File: config.mk
export PLATFORM = sky130hd
export DESIGN_NAME = traffic_injector
export DESIGN_NICKNAME = d
export VERILOG_FILES = /design/src/rtl/traffic_injector_pkg.sv /design/src/rtl/inj_rate_gate.sv /design/src/rtl/inj_trace_seq.sv /design/src/rtl/inj_rx_tally.sv /design/src/rtl/traffic_injector.sv
export SDC_FILE = /design/constraint.sdc
export NUM_CORES = 1
export LEC_CHECK = 0
export ABC_AREA = 1
export CAP_MARGIN = 20
export CELL_PAD_IN_SITES_DETAIL_PLACEMENT = 0
export CELL_PAD_IN_SITES_GLOBAL_PLACEMENT = 1
export CORE_MARGIN = 2
export CORE_UTILIZATION = 44
export CTS_CLUSTER_DIAMETER = 120
export DETAILED_ROUTE_END_ITERATION = 10
export GPL_TIMING_DRIVEN = 0
export PLACE_DENSITY_LB_ADDON = 0.1
export RECOVER_POWER = 100
export SYNTH_ARGS = -nofsm -noshare
export SYNTH_HDL_FRONTEND = slang
export SYNTH_HIERARCHICAL = 1
export SYNTH_SLANG_ARGS = --single-unit
File: constraint.sdc
create_clock -name clk -period 2.1 [get_ports clk]
set_clock_uncertainty 0.2 [all_clocks]
set_input_delay 0.21 -clock clk [delete_from_list [all_inputs] [get_ports clk]]
set_output_delay 0.21 -clock clk [all_outputs]
set_load 0.01 [all_outputs]
File: src/rtl/traffic_injector_pkg.sv
package traffic_injector_pkg;
  typedef enum logic [2:0] {
    SQ_IDLE,
    SQ_FETCH,
    SQ_HEAD,
    SQ_BODY,
    SQ_WAIT,
    SQ_END
  } seq_state_t;
endpackage

File: src/rtl/inj_rate_gate.sv
module inj_rate_gate #(
  parameter int RATE_W = 6
) (
  input  logic              clk,
  input  logic              rst_n,
  input  logic [RATE_W-1:0] rate,
  input  logic              take,
  output logic              credit,
  output logic              carry
);
  logic [RATE_W-1:0] acc;
  logic [RATE_W:0]   sum;

  function automatic logic [RATE_W:0] acc_sum(input logic [RATE_W-1:0] a,
                                              input logic [RATE_W-1:0] r);
    return {1'b0, a} + {1'b0, r};
  endfunction

  assign sum   = acc_sum(acc, rate);
  assign carry = sum[RATE_W];

  always_ff @(posedge clk) begin
    if (!rst_n) begin
      acc    <= '0;
      credit <= 1'b0;
    end else begin
      acc    <= sum[RATE_W-1:0];
      credit <= (credit & ~take) | carry;
    end
  end
endmodule

File: src/rtl/inj_trace_seq.sv
module inj_trace_seq
  import traffic_injector_pkg::*;
#(
  parameter int X_W    = 3,
  parameter int Y_W    = 3,
  parameter int LEN_W  = 4,
  parameter int PAY_W  = 6,
  parameter int ROM_AW = 5,
  localparam int TW    = 1 + X_W + Y_W + LEN_W,
  localparam int FW    = TW + PAY_W
) (
  input  logic              clk,
  input  logic              rst_n,
  input  logic              ld_we,
  input  logic [ROM_AW-1:0] ld_addr,
  input  logic [TW-1:0]     ld_word,
  input  logic              run,
  input  logic              step_go,
  input  logic              credit,
  input  logic              out_bp,
  output logic              out_valid,
  output logic [FW-1:0]     out_flit,
  output logic              take,
  output logic              at_barrier,
  output logic              finished
);
  localparam int DEPTH = 1 << ROM_AW;

  logic [TW-1:0]     rom [DEPTH];
  logic [ROM_AW-1:0] ptr;
  seq_state_t        st;
  logic [X_W-1:0]    dx_q;
  logic [Y_W-1:0]    dy_q;
  logic [LEN_W-1:0]  len_q;
  logic [LEN_W-1:0]  left_q;
  logic [PAY_W-1:0]  seq_q;
  logic [TW-1:0]     word;
  logic [LEN_W-1:0]  w_len;
  logic [Y_W-1:0]    w_dy;
  logic [X_W-1:0]    w_dx;

  function automatic logic is_step(input logic [TW-1:0] w);
    return w[TW-1] && (w[TW-2:0] == '0);
  endfunction

  function automatic logic is_end(input logic [TW-1:0] w);
    return w[TW-1] && (&w[TW-2:0]);
  endfunction

  function automatic logic [FW-1:0] make_head(input logic [X_W-1:0] dx,
                                              input logic [Y_W-1:0] dy,
                                              input logic [LEN_W-1:0] ln);
    return {1'b1, dx, dy, ln, {PAY_W{1'b0}}};
  endfunction

  function automatic logic [FW-1:0] make_body(input logic [PAY_W-1:0] k);
    return {1'b0, {(TW-1){1'b0}}, k};
  endfunction

  always_ff @(posedge clk) begin
    if (ld_we) rom[ld_addr] <= ld_word;
  end

  assign word  = rom[ptr];
  assign w_len = word[LEN_W-1:0];
  assign w_dy  = word[LEN_W +: Y_W];
  assign w_dx  = word[LEN_W+Y_W +: X_W];

  assign out_valid  = credit && (st == SQ_HEAD || st == SQ_BODY);
  assign take       = out_valid && !out_bp;
  assign out_flit   = (st == SQ_BODY) ? make_body(seq_q) : make_head(dx_q, dy_q, len_q);
  assign at_barrier = (st == SQ_WAIT);
  assign finished   = (st == SQ_END);

  always_ff @(posedge clk) begin
    if (!rst_n) begin
      st     <= SQ_IDLE;
      ptr    <= '0;
      dx_q   <= '0;
      dy_q   <= '0;
      len_q  <= '0;
      left_q <= '0;
      seq_q  <= '0;
    end else begin
      case (st)
        SQ_IDLE: if (run) st <= SQ_FETCH;
        SQ_FETCH: begin
          if (is_end(word)) begin
            st <= SQ_END;
          end else if (is_step(word)) begin
            st  <= SQ_WAIT;
            ptr <= ptr + 1'b1;
          end else if (!word[TW-1] && w_len != '0) begin
            dx_q   <= w_dx;
            dy_q   <= w_dy;
            len_q  <= w_len;
            left_q <= w_len;
            seq_q  <= PAY_W'(1);
            st     <= SQ_HEAD;
            ptr    <= ptr + 1'b1;
          end else begin
            ptr <= ptr + 1'b1;
          end
        end
        SQ_HEAD: if (take) begin
          if (left_q == LEN_W'(1)) st <= SQ_FETCH;
          else st <= SQ_BODY;
          left_q <= left_q - 1'b1;
        end
        SQ_BODY: if (take) begin
          seq_q  <= seq_q + 1'b1;
          left_q <= left_q - 1'b1;
          if (left_q == LEN_W'(1)) st <= SQ_FETCH;
        end
        SQ_WAIT: if (step_go) st <= SQ_FETCH;
        default: st <= SQ_END;
      endcase
    end
  end
endmodule

File: src/rtl/inj_rx_tally.sv
module inj_rx_tally #(
  parameter int CNT_W = 8
) (
  input  logic             clk,
  input  logic             rst_n,
  input  logic             in_valid,
  input  logic [CNT_W-1:0] rx_expected,
  output logic [CNT_W-1:0] rx_count,
  output logic             done
);
  always_ff @(posedge clk) begin
    if (!rst_n) rx_count <= '0;
    else if (in_valid) rx_count <= rx_count + 1'b1;
  end

  assign done = (rx_count == rx_expected);
endmodule

File: src/rtl/traffic_injector.sv
module traffic_injector #(
  parameter int X_W    = 3,
  parameter int Y_W    = 3,
  parameter int LEN_W  = 4,
  parameter int PAY_W  = 6,
  parameter int ROM_AW = 5,
  parameter int RATE_W = 6,
  parameter int CNT_W  = 8
) (
  input  logic                              clk,
  input  logic                              rst_n,
  input  logic                              ld_we,
  input  logic [ROM_AW-1:0]                 ld_addr,
  input  logic [X_W+Y_W+LEN_W:0]            ld_word,
  input  logic                              run,
  input  logic [RATE_W-1:0]                 rate,
  input  logic                              step_go,
  output logic                              out_valid,
  output logic [X_W+Y_W+LEN_W+PAY_W:0]      out_flit,
  input  logic                              out_bp,
  input  logic                              in_valid,
  input  logic [CNT_W-1:0]                  rx_expected,
  output logic                              done
);
  logic             credit;
  logic             carry;
  logic             take;
  logic             at_barrier;
  logic             finished;
  logic [CNT_W-1:0] rx_count;

  inj_rate_gate #(.RATE_W(RATE_W)) u_rate (
    .clk(clk), .rst_n(rst_n), .rate(rate), .take(take),
    .credit(credit), .carry(carry)
  );

  inj_trace_seq #(
    .X_W(X_W), .Y_W(Y_W), .LEN_W(LEN_W), .PAY_W(PAY_W), .ROM_AW(ROM_AW)
  ) u_seq (
    .clk(clk), .rst_n(rst_n), .ld_we(ld_we), .ld_addr(ld_addr), .ld_word(ld_word),
    .run(run), .step_go(step_go), .credit(credit), .out_bp(out_bp),
    .out_valid(out_valid), .out_flit(out_flit), .take(take),
    .at_barrier(at_barrier), .finished(finished)
  );

  inj_rx_tally #(.CNT_W(CNT_W)) u_rx (
    .clk(clk), .rst_n(rst_n), .in_valid(in_valid), .rx_expected(rx_expected),
    .rx_count(rx_count), .done(done)
  );
endmodule

Yosys cells after proc, flatten, opt, wreduce, memory -nomap -nowiden --
Memory sizes are Yosys's and may differ from the RTL's. A register that Yosys moved wholly into a read port is not among the register bits. Index checks and enable logic that the tools add are counted.
Cells by class: add/sub/neg operators 5, bitwise gates (word level) 5, reductions and logical operators 20, eq/ne operators 16, mux-type cells 25
Operator list (number):
- $mux W3 | 8
- $mux W6 | 4
- $mux W17 | 1
- $mux W4 | 4
- $pmux W3 S5 | 1
- $ne A2 B2 Y1 const B | 7
- $pmux W6 S2 | 1
- $logic_not A10 Y1 | 1
- $mux W5 | 2
- $reduce_and A10 Y1 | 1
- $reduce_and A5 Y1 | 2
- $add A8 B1 Y8 const B | 1
- $eq A8 B8 Y1 | 1
- $pmux W4 S2 | 1
- $add A6 B6 Y7 | 1
- $add A6 B1 Y6 const B | 1
- $eq A3 B2 Y1 const B | 2
- $reduce_and A6 Y1 | 1
- $add A5 B1 Y5 const B | 1
- $logic_and A1 B1 Y1 | 5
- $eq A4 B1 Y1 const B | 1
- $ne A2 B1 Y1 const B | 2
- $ne A4 B1 Y1 const B | 1
- $reduce_and A4 Y1 | 1
- other kinds (15) | 20
Word-level totals: bits in writable memories 352, register bits 43, memories kept 1, input port bits 37
Memories:
- u_seq.rom | depth 32, width 11, rd ports 1, clocked after memory_dff 1, wr ports 1, RTL line inj_trace_seq.sv:29 | logic [TW-1:0] rom [DEPTH];

Logic depth before layout (Yosys ltp) --
depth after elaboration 7, depth in mapped cells 21

By module --
Netlist, hierarchy kept.
Modules (own cells, without submodules):
- inj_trace_seq | area an instance 16225.6 µm², cells each 1490, times used 1, seq. area each 11230.8 µm²
- inj_rx_tally | area an instance 483.0 µm², cells each 70, times used 1, seq. area each 160.2 µm²
- inj_rate_gate | area an instance 465.4 µm², cells each 65, times used 1, seq. area each 140.1 µm²

Worst setup path before layout --
Ideal clock, no wire load.
path type reg2reg, from register with a tool-made name, to register u_seq.len_q[0], cell stages (with the launch flop) 19, clock period less this slack 2204 ps, slack -104 ps, path buffers 4, required time 1763 ps, data arrival time 1867 ps, cell sequence dfxtp_1 buf_4 inv_4 buf_8 buf_6 nand2_1 nand3_1 nand3_1 nand2_1 nand2_1 nand3_1 o21ai_1 nand2_1 nor2_4 nor2_4 nand2_2 buf_4 a21oi_1 a211oi_2
RTL lines:
- end signal, assigned | RTL line inj_trace_seq.sv:96 | len_q <= w_len;
- end, declared | RTL line inj_trace_seq.sv:34 | logic [LEN_W-1:0] len_q;

==> impl.org <==
** Global routing
- Grt total ovfl :: 0
- Vias in the first global route :: roughly 12000
- Global routing consumed, over all layers together, 27.4% of the routing resources.
- Largest net degree at the start of global routing :: 33
- Antenna violations before repair :: 0
- First-pass GRT wire length :: ~80 mm

** Placed design
- Number of placed instances with taps included :: around 2200
- The placed instances occupy a cell area of around 19000 µm².
- Summed over all nets, the half-perimeter wirelength after detailed placement is ~38 mm.
- At the placement stage, the worst setup path has a slack of -987 ps.
- Count of buffers from port buffering :: between 50 and 60
- Routability congestion estimate :: around 0.84

** Synthesis
- Post-synthesis area per instance :: about 11 µm²
- The number of nets handed over by synthesis was 1672.
- Yosys printed 6 warnings.
- In the synthesized netlist, the number of instances is around 1600.
- Area of the mapped netlist :: about 17000 µm²

** Job
- Maxcap violations :: 1

** STA
- Slew of the pin with the lowest slew margin :: around 1600 ps
- Headroom to the max-slew limit came out at -4.31%.
- Final Hold Slack :: 100 ps
- For the final routed database, the setup TNS stands at -23540 ps.
- The final-report max-slew violation count was 33.
- The worst path uses 126% of the clock period.
- Unrepaired setup endpoints after global routing :: true
- Number of hold violations in the final report :: 0
- Setup violations remaining at the end of the flow were counted as 108.
- Post-layout worst setup margin :: -538 ps
- Clock period minus worst slack :: roughly 2600 ps
- Derived from the worst setup path, the maximum achievable clock frequency is 379 MHz.

** Detailed routing
- Count of TritonRoute iterations in the first routing pass :: 7
- Post-detailed-route via-to-cell ratio :: roughly 5.4
- Summing over every cut layer, the via total after detailed routing is about 13000.
- After detailed routing, the total wire length is ~56 mm.
- Count of unresolved DRC violations after routing :: 0
- Starting DRC count in detailed routing :: about 1100
- In this run the remaining antenna-violating nets after routing total 0.
- Dividing the detail-routed wire length by the instance count gives roughly 24 µm.

** Clocking
- TritonCTS built the clock tree.
- Clock insertion delay at the later pin of the skew report :: approximately 570 ps
- CTS placed an instance of sky130_fd_sc_hd__clkbuf_16 at the clock tree root.
- The H-tree was split into 2 levels.
- The clock net in this run drives a total of 400 sinks.
- The longest clock path from root to sink contains 3 buffers.
- After clock tree synthesis, the clock-pin slew on the worst setup and hold paths is approximately 60 ps.
- Clock tree synthesis inserted a total of 44 buffers.

** Die
- Die extent in x :: about 200 µm
- The floorplan has 72 rows.
- Total die area :: approximately 41000 µm²
- Die height :: about 200 µm
- Effective utilization at floorplan :: between 40 and 50%
- # IOs :: between 50 and 60
- Floorplan Core Area :: around 39000 µm²

** Finish
- Cells fill between 50 and 60% of the core in the end.
- Area overhead of the layout relative to synthesis :: 25.9%
- 0 antenna diodes ended up in the layout.
- The finished cells cover roughly 22000 µm².
- Excluding fillers, the count of instances in the completed layout stands at ~2400.
- Cells with a size suffix above 1 make up 23.0% of the layout.
- After the last flow step, the layout net total stands at between 1500 and 2000.

** Power and ir drop
- The worst-case IR drop observed on VDD is 0.775 mV.
- Post-route total power :: between 20 and 25 mW
- Power Dens Cells :: between 1000 and 1500 nW/µm²
- For this design the static power due to leakage is just over 8 nW.

** Critical path
- STA classifies the critical path endpoint as a flip-flop.
- At the worst endpoint, the required time is about 2400 ps.
- Along the worst path, the maximum fanout reaches 10.
- The worst setup path is of the reg2reg kind.
- Data arrives at the worst endpoint at between 2000 and 3000 ps.
- Nature of the critical path startpoint :: flip-flop

** Outcome
- The final reports fail on max-capacitance violations, max-slew violations, negative setup slack.
- Status :: complete, but fails checks

** Hold path
- In this run the worst hold path is classified as in2reg.
placed cells by master (no fill, tap or decap), types with 7 or more instances in the layout:
| master | n |
|---|---|
| sky130_fd_sc_hd__a21oi_1 | 32 |
| sky130_fd_sc_hd__buf_12 | 13 |
| sky130_fd_sc_hd__buf_2 | 13 |
| sky130_fd_sc_hd__buf_4 | 41 |
| sky130_fd_sc_hd__buf_6 | 23 |
| sky130_fd_sc_hd__buf_8 | 15 |
| sky130_fd_sc_hd__clkbuf_1 | 30 |
| sky130_fd_sc_hd__clkbuf_16 | 49 |
| sky130_fd_sc_hd__clkbuf_2 | 20 |
| sky130_fd_sc_hd__clkbuf_4 | 12 |
| sky130_fd_sc_hd__clkdlybuf4s50_1 | 23 |
| sky130_fd_sc_hd__clkinv_1 | 9 |
| sky130_fd_sc_hd__clkinv_2 | 8 |
| sky130_fd_sc_hd__dfxtp_1 | 45 |
| sky130_fd_sc_hd__dlygate4sd2_1 | 11 |
| sky130_fd_sc_hd__dlygate4sd3_1 | 12 |
| sky130_fd_sc_hd__edfxtp_1 | 352 |
| sky130_fd_sc_hd__ha_1 | 11 |
| sky130_fd_sc_hd__inv_1 | 59 |
| sky130_fd_sc_hd__inv_2 | 7 |
| sky130_fd_sc_hd__nand2_1 | 483 |
| sky130_fd_sc_hd__nand2_2 | 62 |
| sky130_fd_sc_hd__nand2_4 | 10 |
| sky130_fd_sc_hd__nand3_1 | 229 |
| sky130_fd_sc_hd__nand3_2 | 67 |
| sky130_fd_sc_hd__nand3_4 | 17 |
| sky130_fd_sc_hd__nor2_1 | 68 |
| sky130_fd_sc_hd__nor2_2 | 18 |
| sky130_fd_sc_hd__nor2_4 | 7 |
| sky130_fd_sc_hd__nor3_1 | 7 |
| sky130_fd_sc_hd__o21ai_0 | 12 |
| sky130_fd_sc_hd__o21ai_1 | 10 |
| sky130_fd_sc_hd__xor2_1 | 8 |
area by class of cell:
type / count / area [µm²]
clock inverter: 20 / 131
multi-input combinational: 1070 / 5660
fill: 3409 / 16900
sequential: 400 / 11500
timing repair buffer: 137 / 1290
tap: 518 / 648
inverter: 72 / 293
buffer: 79 / 847
clock buffer: 60 / 1200
power by group:
part           switching, mW  internal (mW)  total (mW)  leakage (nW)
Clock                   3.12           4.14        7.25         0.658
Combinational           4.60           2.94        7.54          3.96
Sequential             0.155           8.93        9.08          3.57
Total                   7.87           16.0        23.9          8.18
worst paths after layout:
check                               startpoint          endpoint  slack, ps  cells past startpoint
worst max-delay path                 flip-flop      u_seq/ptr[3]       -540                     19
worst min-delay path                ld_word[6]  u_seq/rom[17][6]        100                      1
worst max register to register       flip-flop      u_seq/ptr[3]       -540                     19
worst min register to register  u_seq/len_q[2]    u_seq/len_q[2]        260                      2
registers in the layout, summed over array words and instances, names as in the netlist, named ones only:
| register | flops |
|---|---|
| u_seq/ptr | 5 |
| u_seq/dx_q | 3 |
| u_rx/rx_count | 8 |
| u_rate/acc | 6 |
| u_seq/st | 3 |
| u_seq/dy_q | 3 |
| u_rate/credit | 1 |
| u_seq/seq_q | 6 |
| u_seq/len_q | 4 |
| u_seq/left_q | 4 |
| u_seq/rom | 352 |
per-layer routing:
metal	global-route usage (%)	part of all wire, %	vias to the layer above
li1	-	-	5924
met1	36.8	40	6230
met2	44.5	48	534
met3	5.30	8.9	87
met4	9.74	2.9	0
met5	0	0	-
critical path, stage by stage (launching register included):
cell,delay (ps)
sky130_fd_sc_hd__dfxtp_4,440
sky130_fd_sc_hd__buf_8,180
sky130_fd_sc_hd__buf_6,170
sky130_fd_sc_hd__nand2_1,80
sky130_fd_sc_hd__nand3_2,100
sky130_fd_sc_hd__nand3_2,160
sky130_fd_sc_hd__nand2_2,110
sky130_fd_sc_hd__nand2_1,50
sky130_fd_sc_hd__nand2_1,80
sky130_fd_sc_hd__nand2_1,80
sky130_fd_sc_hd__nand2_4,140
sky130_fd_sc_hd__nand2_2,60
sky130_fd_sc_hd__nor2_2,120
sky130_fd_sc_hd__nand3_4,140
sky130_fd_sc_hd__nand2_4,110
sky130_fd_sc_hd__nor2_4,50
sky130_fd_sc_hd__nand3_2,70
sky130_fd_sc_hd__nand2_1,50
sky130_fd_sc_hd__nand2_1,70
sky130_fd_sc_hd__nor2_2,40
timing repair:
| action | in CTS | in global routing |
|---|---|---|
| hold buffers | 0 | 0 |
| buffers inserted | 25 | 9 |
| gates cloned | 5 | 4 |
| endpoints found under the setup margin | 52 | 75 |
| resized for setup | 234 | 124 |
| pin swaps | 54 | 22 |
Power figures use the tool's default switching activity.
